--- src/rtl/fm_pkg.sv ---
package fm_pkg;
  typedef logic [1:0] xcnt_t;

  function automatic xcnt_t exp_xitions(input logic omit, input logic dbit);
    return xcnt_t'(!omit) + xcnt_t'(dbit);
  endfunction
endpackage

--- src/rtl/fm_cell_timer.sv ---
module fm_cell_timer #(
  parameter int CELL_CLKS = 16,
  parameter int CELLS     = 8,
  localparam int TW   = $clog2(CELL_CLKS),
  localparam int PW   = $clog2(CELLS),
  localparam int HALF = CELL_CLKS / 2
) (
  input  logic          clk_i,
  input  logic          rst_ni,
  input  logic          run_i,
  output logic [PW-1:0] pos_o,
  output logic          cell_start_o,
  output logic          mid_o,
  output logic          chk_pt_o,
  output logic          frame_start_o
);
  logic [TW-1:0] tick_q;
  logic [PW-1:0] pos_q;

  always_ff @(posedge clk_i or negedge rst_ni) begin
    if (!rst_ni) begin
      tick_q <= '0;
      pos_q  <= '0;
    end else if (!run_i) begin
      tick_q <= '0;
      pos_q  <= '0;
    end else if (tick_q == TW'(CELL_CLKS - 1)) begin
      tick_q <= '0;
      pos_q  <= (pos_q == PW'(CELLS - 1)) ? '0 : pos_q + 1'b1;
    end else begin
      tick_q <= tick_q + 1'b1;
    end
  end

  assign pos_o         = pos_q;
  assign cell_start_o  = (tick_q == '0);
  assign mid_o         = (tick_q == TW'(HALF));
  assign chk_pt_o      = (tick_q == TW'(1));
  assign frame_start_o = cell_start_o && (pos_q == '0);
endmodule

--- src/rtl/fm_fdr.sv ---
module fm_fdr #(
  parameter int DATA_W = 8,
  localparam int PW = $clog2(DATA_W)
) (
  input  logic              clk_i,
  input  logic              rst_ni,
  input  logic              run_i,
  input  logic              load_i,
  input  logic [DATA_W-1:0] byte_i,
  input  logic              am_i,
  input  logic [DATA_W-1:0] omit_i,
  input  logic [PW-1:0]     pos_i,
  output logic              bit_o,
  output logic              omit_o
);
  logic [DATA_W-1:0] fdr_q, omit_q, omit_eff;
  logic [PW-1:0]     idx;

  assign omit_eff = am_i ? omit_i : '0;
  assign idx      = PW'(DATA_W - 1) - pos_i;

  always_ff @(posedge clk_i or negedge rst_ni) begin
    if (!rst_ni) begin
      fdr_q  <= '0;
      omit_q <= '0;
    end else if (!run_i) begin
      fdr_q  <= '0;
      omit_q <= '0;
    end else if (load_i) begin
      fdr_q  <= byte_i;
      omit_q <= omit_eff;
    end
  end

  // bypass so the load cell uses the byte being captured
  assign bit_o  = load_i ? byte_i[idx]   : fdr_q[idx];
  assign omit_o = load_i ? omit_eff[idx] : omit_q[idx];
endmodule

--- src/rtl/fm_xition_chk.sv ---
module fm_xition_chk
  import fm_pkg::*;
(
  input  logic  clk_i,
  input  logic  rst_ni,
  input  logic  run_i,
  input  logic  clr_i,
  input  logic  cell_start_i,
  input  logic  chk_pt_i,
  input  xcnt_t exp_i,
  input  logic  sense_i,
  output logic  err_o
);
  xcnt_t cnt_q, exp_cur_q, exp_prev_q;
  logic  armed_q, err_q;

  always_ff @(posedge clk_i or negedge rst_ni) begin
    if (!rst_ni) begin
      cnt_q      <= '0;
      exp_cur_q  <= '0;
      exp_prev_q <= '0;
      armed_q    <= 1'b0;
      err_q      <= 1'b0;
    end else if (!run_i) begin
      cnt_q      <= '0;
      exp_cur_q  <= '0;
      exp_prev_q <= '0;
      armed_q    <= 1'b0;
    end else begin
      if (clr_i) err_q <= 1'b0;
      if (cell_start_i) begin
        exp_prev_q <= exp_cur_q;
        exp_cur_q  <= exp_i;
      end
      // sample at tick 1 is the first of the new cell's window
      if (chk_pt_i) begin
        if (armed_q && cnt_q != exp_prev_q) err_q <= 1'b1;
        armed_q <= 1'b1;
        cnt_q   <= xcnt_t'(sense_i);
      end else if (sense_i && cnt_q != 2'd3) begin
        cnt_q <= cnt_q + 1'b1;
      end
    end
  end

  assign err_o = err_q;
endmodule

--- src/rtl/fm_write_ser.sv ---
module fm_write_ser
  import fm_pkg::*;
#(
  parameter int DATA_W    = 8,
  parameter int CELL_CLKS = 16,
  localparam int PW = $clog2(DATA_W)
) (
  input  logic              clk_i,
  input  logic              rst_ni,
  input  logic              wr_gate_i,
  input  logic [DATA_W-1:0] byte_i,
  input  logic              am_mode_i,
  input  logic [DATA_W-1:0] am_omit_i,
  input  logic              wr_sense_i,
  output logic              wr_pulse_o,
  output logic              byte_req_o,
  output logic [PW-1:0]     ring_pos_o,
  output logic              wr_err_o
);
  logic          cell_start, mid, chk_pt, frame_start;
  logic [PW-1:0] pos;
  logic          dbit, omit, gate_q, pulse_c;
  xcnt_t         exp_c;

  fm_cell_timer #(.CELL_CLKS(CELL_CLKS), .CELLS(DATA_W)) u_timer (
    .clk_i, .rst_ni, .run_i(wr_gate_i), .pos_o(pos),
    .cell_start_o(cell_start), .mid_o(mid), .chk_pt_o(chk_pt),
    .frame_start_o(frame_start)
  );

  fm_fdr #(.DATA_W(DATA_W)) u_fdr (
    .clk_i, .rst_ni, .run_i(wr_gate_i), .load_i(frame_start),
    .byte_i, .am_i(am_mode_i), .omit_i(am_omit_i), .pos_i(pos),
    .bit_o(dbit), .omit_o(omit)
  );

  assign exp_c   = exp_xitions(omit, dbit);
  assign pulse_c = wr_gate_i && ((cell_start && !omit) || (mid && dbit));

  fm_xition_chk u_chk (
    .clk_i, .rst_ni, .run_i(wr_gate_i), .clr_i(wr_gate_i && !gate_q),
    .cell_start_i(cell_start), .chk_pt_i(chk_pt), .exp_i(exp_c),
    .sense_i(wr_sense_i), .err_o(wr_err_o)
  );

  always_ff @(posedge clk_i or negedge rst_ni) begin
    if (!rst_ni) begin
      gate_q     <= 1'b0;
      wr_pulse_o <= 1'b0;
      byte_req_o <= 1'b0;
    end else begin
      gate_q     <= wr_gate_i;
      wr_pulse_o <= pulse_c;
      byte_req_o <= wr_gate_i && frame_start;
    end
  end

  assign ring_pos_o = pos;
endmodule

--- config.mk ---
export PLATFORM = sky130hd
export DESIGN_NAME = fm_write_ser
export DESIGN_NICKNAME = d
export VERILOG_FILES = /design/src/rtl/fm_pkg.sv /design/src/rtl/fm_cell_timer.sv /design/src/rtl/fm_fdr.sv /design/src/rtl/fm_xition_chk.sv /design/src/rtl/fm_write_ser.sv
export SDC_FILE = /design/constraint.sdc
export NUM_CORES = 1
export LEC_CHECK = 0
export BUFFER_PORTS_ARGS = -buffer_cell sky130_fd_sc_hd__buf_4
export CAP_MARGIN = 30
export CORE_MARGIN = 3
export CORE_UTILIZATION = 38
export DETAILED_ROUTE_END_ITERATION = 10
export PLACE_DENSITY = 0.53
export SLEW_MARGIN = 20
export SYNTH_ARGS = -nofsm -noshare
export SYNTH_HDL_FRONTEND = slang
export SYNTH_SLANG_ARGS = --single-unit
--- constraint.sdc ---
create_clock -name clk_i -period 2.3 [get_ports clk_i]
set_input_delay 0.69 -clock clk_i [delete_from_list [all_inputs] [get_ports clk_i]]
set_output_delay 0.69 -clock clk_i [all_outputs]
set_load 0.01 [all_outputs]
==> reports/qor.yml <==
synthesis:
  yosysWarnings: 0
  avgSynthCellArea_um2: 10.2
  synth_nets: 204
  synth.area.top_cells: "dfrtp_1, nand2_1, ha_1"
  synthDominantCellAreaShare_pct: 47.6
  synth-edff-count: 0
  seq_area_frac_synth_pct: 47.6
  synthArstFlopShare_pct: 100
  yosys.area.top_type: "dfrtp_1"
  ys_ff_latch: 34
  synth.distinct_cells: 34
  synthCells: 175
  synth_area_um2: 1790
  synthFlopType: "dfrtp_1"
sta:
  rsz0062_at_grt: "no"
  clock.fmax_mhz: 456
  hold_viol_final: 0
  clock_skew_ns: 0.00432
  setup_ws_ns: 0.108
  whs_ns: 0.342
  worstMarginPinSlew_ns: 0.437
  max_slew_margin_pct: 70.8
  fin_crit_ns: 2.19
  setup_tns_ns: 0
  fin_crit_sh_pct: 95.3
  setup_viol: 0
  slew_viol_final: 0
die:
  core_area_um2: 4440
  initial_utilization_pct: 40.2
  dieArea_um2: 5560
  ios: 27
  die_width_um: 74.6
  row_count: 24
  die_h_um: 74.6
placed_design:
  numPortBuffers: 26
  gp_congestion: 0.839
  placedInstanceArea_um2: 2050
  hpwlAfterDp_um: 2920
  pre_cts_slack_ns: 0.130
routing:
  drt_iter0_drc: 67
  drt-total-wl_um: 3970
  via_count: 1376
  wl_per_cell_um: 15.4
  via_per_inst: 5.33
  ant_nets: 0
  drc: 0
  firstDrtPassIters: 4
cells_and_area:
  fin_nets: 235
  diodes: 0
  area_growth_pct: 19.3
  drive_above_1_share_pct: 22.8
  design_area_um2: 2130
  nFillCells: 440
critical_path:
  cpPeakStageDelay_ns: 0.58
  worstSetupPathType: "register to register"
  arrival_ns: 2.36
  crit_path_max_fanout: 8
  crit_slowest_cell: "dfrtp_1"
  cp-start-kind: "register"
  crit_path_cell_trace: "mux4_2, and3_4, a21oi_2, a21boi_2, ha_1, mux2i_1, nor2_1"
  worst-path-buf-inv: 0
  cp.required_ns: 2.47
  endpoint_kind: "register"
  cp_top_family: "multiplexers"
clock_network:
  holdBufCountCts: 0
  htree_levels: 2
  clockBufferDepth: 2
  insertion_delay_ns: 0.28
  cts-root-buf: "clkbuf_8"
  clock_sinks: 34
  cts_made_buffers: 5
  path_clk_slew_ns: 0.07
  cts_tree: "done"
  cts_setup_buffers: 0
  cts_resized: 0
status:
  status: "complete, no violations"
global_routing:
  track_usage_pct: 16.1
  grt_use_met3_pct: 4.32
  grt_pass1_wl_um: 6710
  busiest_layer: "met2"
  antenna_found_initial: 0
  grt_max_degree: 35
  grt_pass1_vias: 1404
  use_met2_pct: 25.8
  grt_util_met1_pct: 21.3
  gr-total-overflow: 0
pwr:
  leakagePower_uw: 0.00102
  p_comb_share_pct: 17.7
  p_clk_share_pct: 31.9
  ir_drop_mv: 0.343
  power.switching_uw: 366
  powerDensity_nw_per_um2: 621
  power.total_uw: 1320
  switching_share_pct: 27.6
  power.internal_uw: 958
  seqPwrFrac_pct: 50.4
hold_path:
  hold_class: "input port to async pin"
job:
  max_cap_violations: 0
==> routing by layer <==
| layer | part of all wire [%] | vias up |
|---|---|---|
| li1 | - | 663 |
| met1 | 45 | 673 |
| met2 | 49 | 33 |
| met3 | 4.6 | 7 |
| met4 | 1.5 | 0 |
| met5 | 0 | - |
==> power groups by stage <==
| stage | clock (uW) | combinational, uW | sequential (uW) |
|---|---|---|---|
| 6_report | 422 | 235 | 667 |
| 3_3_place_gp | 0 | 231 | 675 |
| 5_1_grt | 459 | 269 | 671 |
| 3_5_place_dp | 0 | 238 | 678 |
| 4_1_cts | 433 | 240 | 667 |
| 2_1_floorplan | 0 | 144 | 672 |
==> Yosys cell counts, drive strengths merged, types with 4 or more instances <==
cell type,n
inv,7
a21oi,17
ha,8
mux2i,9
dfrtp,34
nor2,15
nand3,7
and2,5
o21ai,11
buf,4
nand2,27
mux4,5
clkbuf,4
==> path summary, 6_finish.rpt <==
path | start | endpoint | slack [ns] | cells past startpoint
setup / recovery | u_timer.pos_o[0]$_DFFE_PN0P_ | u_chk.exp_cur_q[0]$_DFFE_PN0P_ | 0.11 | 7
hold / removal | rst_ni | u_timer.tick_q[3]$_DFF_PN0_ | 0.34 | 1
setup reg to reg | u_timer.pos_o[0]$_DFFE_PN0P_ | u_chk.exp_cur_q[0]$_DFFE_PN0P_ | 0.11 | 7
hold reg to reg | gate_q$_DFF_PN0_ | u_chk.err_o$_DFFE_PN0P_ | 0.49 | 2
max in group asynchronous | rst_ni | u_fdr.fdr_q[1]$_DFFE_PN0P_ | 1.64 | 1
min in group clk_i | gate_q$_DFF_PN0_ | u_chk.err_o$_DFFE_PN0P_ | 0.49 | 2
==> logic make-up (layout without fill, tap and decap cells) <==
logic type | Yosys count | after routing | share of synthesized area (%)
flops | 34 | 34 | 47.6
fa+ha+maj | 8 | 8 | 5.60
compound gates | 34 | 34 | 10.8
buf+inv | 16 | 47 | 3.99
mux | 14 | 14 | 11.8
xor+xnor | 3 | 3 | 1.47
simple gates | 66 | 66 | 18.8
==> metrics by stage <==
step                util, %  instances
finish                 47.9        258
global route           47.9        258
CTS                    47.9        258
detailed placement     46.1        251
global placement       46.1        251
floorplan                 -        175
==> registers in the layout, summed over array words and instances (netlist names) <==
name	count
wr_pulse_o	1
u_chk.armed_q	1
u_fdr.omit_q	8
u_chk.exp_prev_q	2
byte_req_o	1
u_chk.exp_cur_q	2
u_chk.err_o	1
u_chk.cnt_q	2
gate_q	1
u_fdr.fdr_q	8
u_timer.tick_q	4
u_timer.pos_o	3
==> placed cells by master (no fill, tap or decap), types with 3 or more instances in the layout <==
master    synthesis  routed
and2_1            5       5
inv_1             7       7
buf_4             0      32
mux2i_1           9       9
dfrtp_1          34      34
a21oi_1          16      16
ha_1              8       8
clkbuf_8          0       5
nand3_1           6       6
nor2_1           15      15
nand2_1          27      27
o21ai_0          11      11
mux4_2            3       3
==> final cells by class <==
| class | count | area, um^2 | area share (%) |
|---|---|---|---|
| clock buffer | 6 | 72.6 | 3.41 |
| timing repair buffer | 32 | 240 | 11.3 |
| clock inverter | 1 | 7.51 | 0.352 |
| multi-input combinational | 125 | 865 | 40.6 |
| tap | 52 | 65.1 | 3.05 |
| sequential | 34 | 851 | 39.9 |
| inverter | 8 | 30.0 | 1.41 |
No activity file was read; power rests on OpenSTA's default activity.
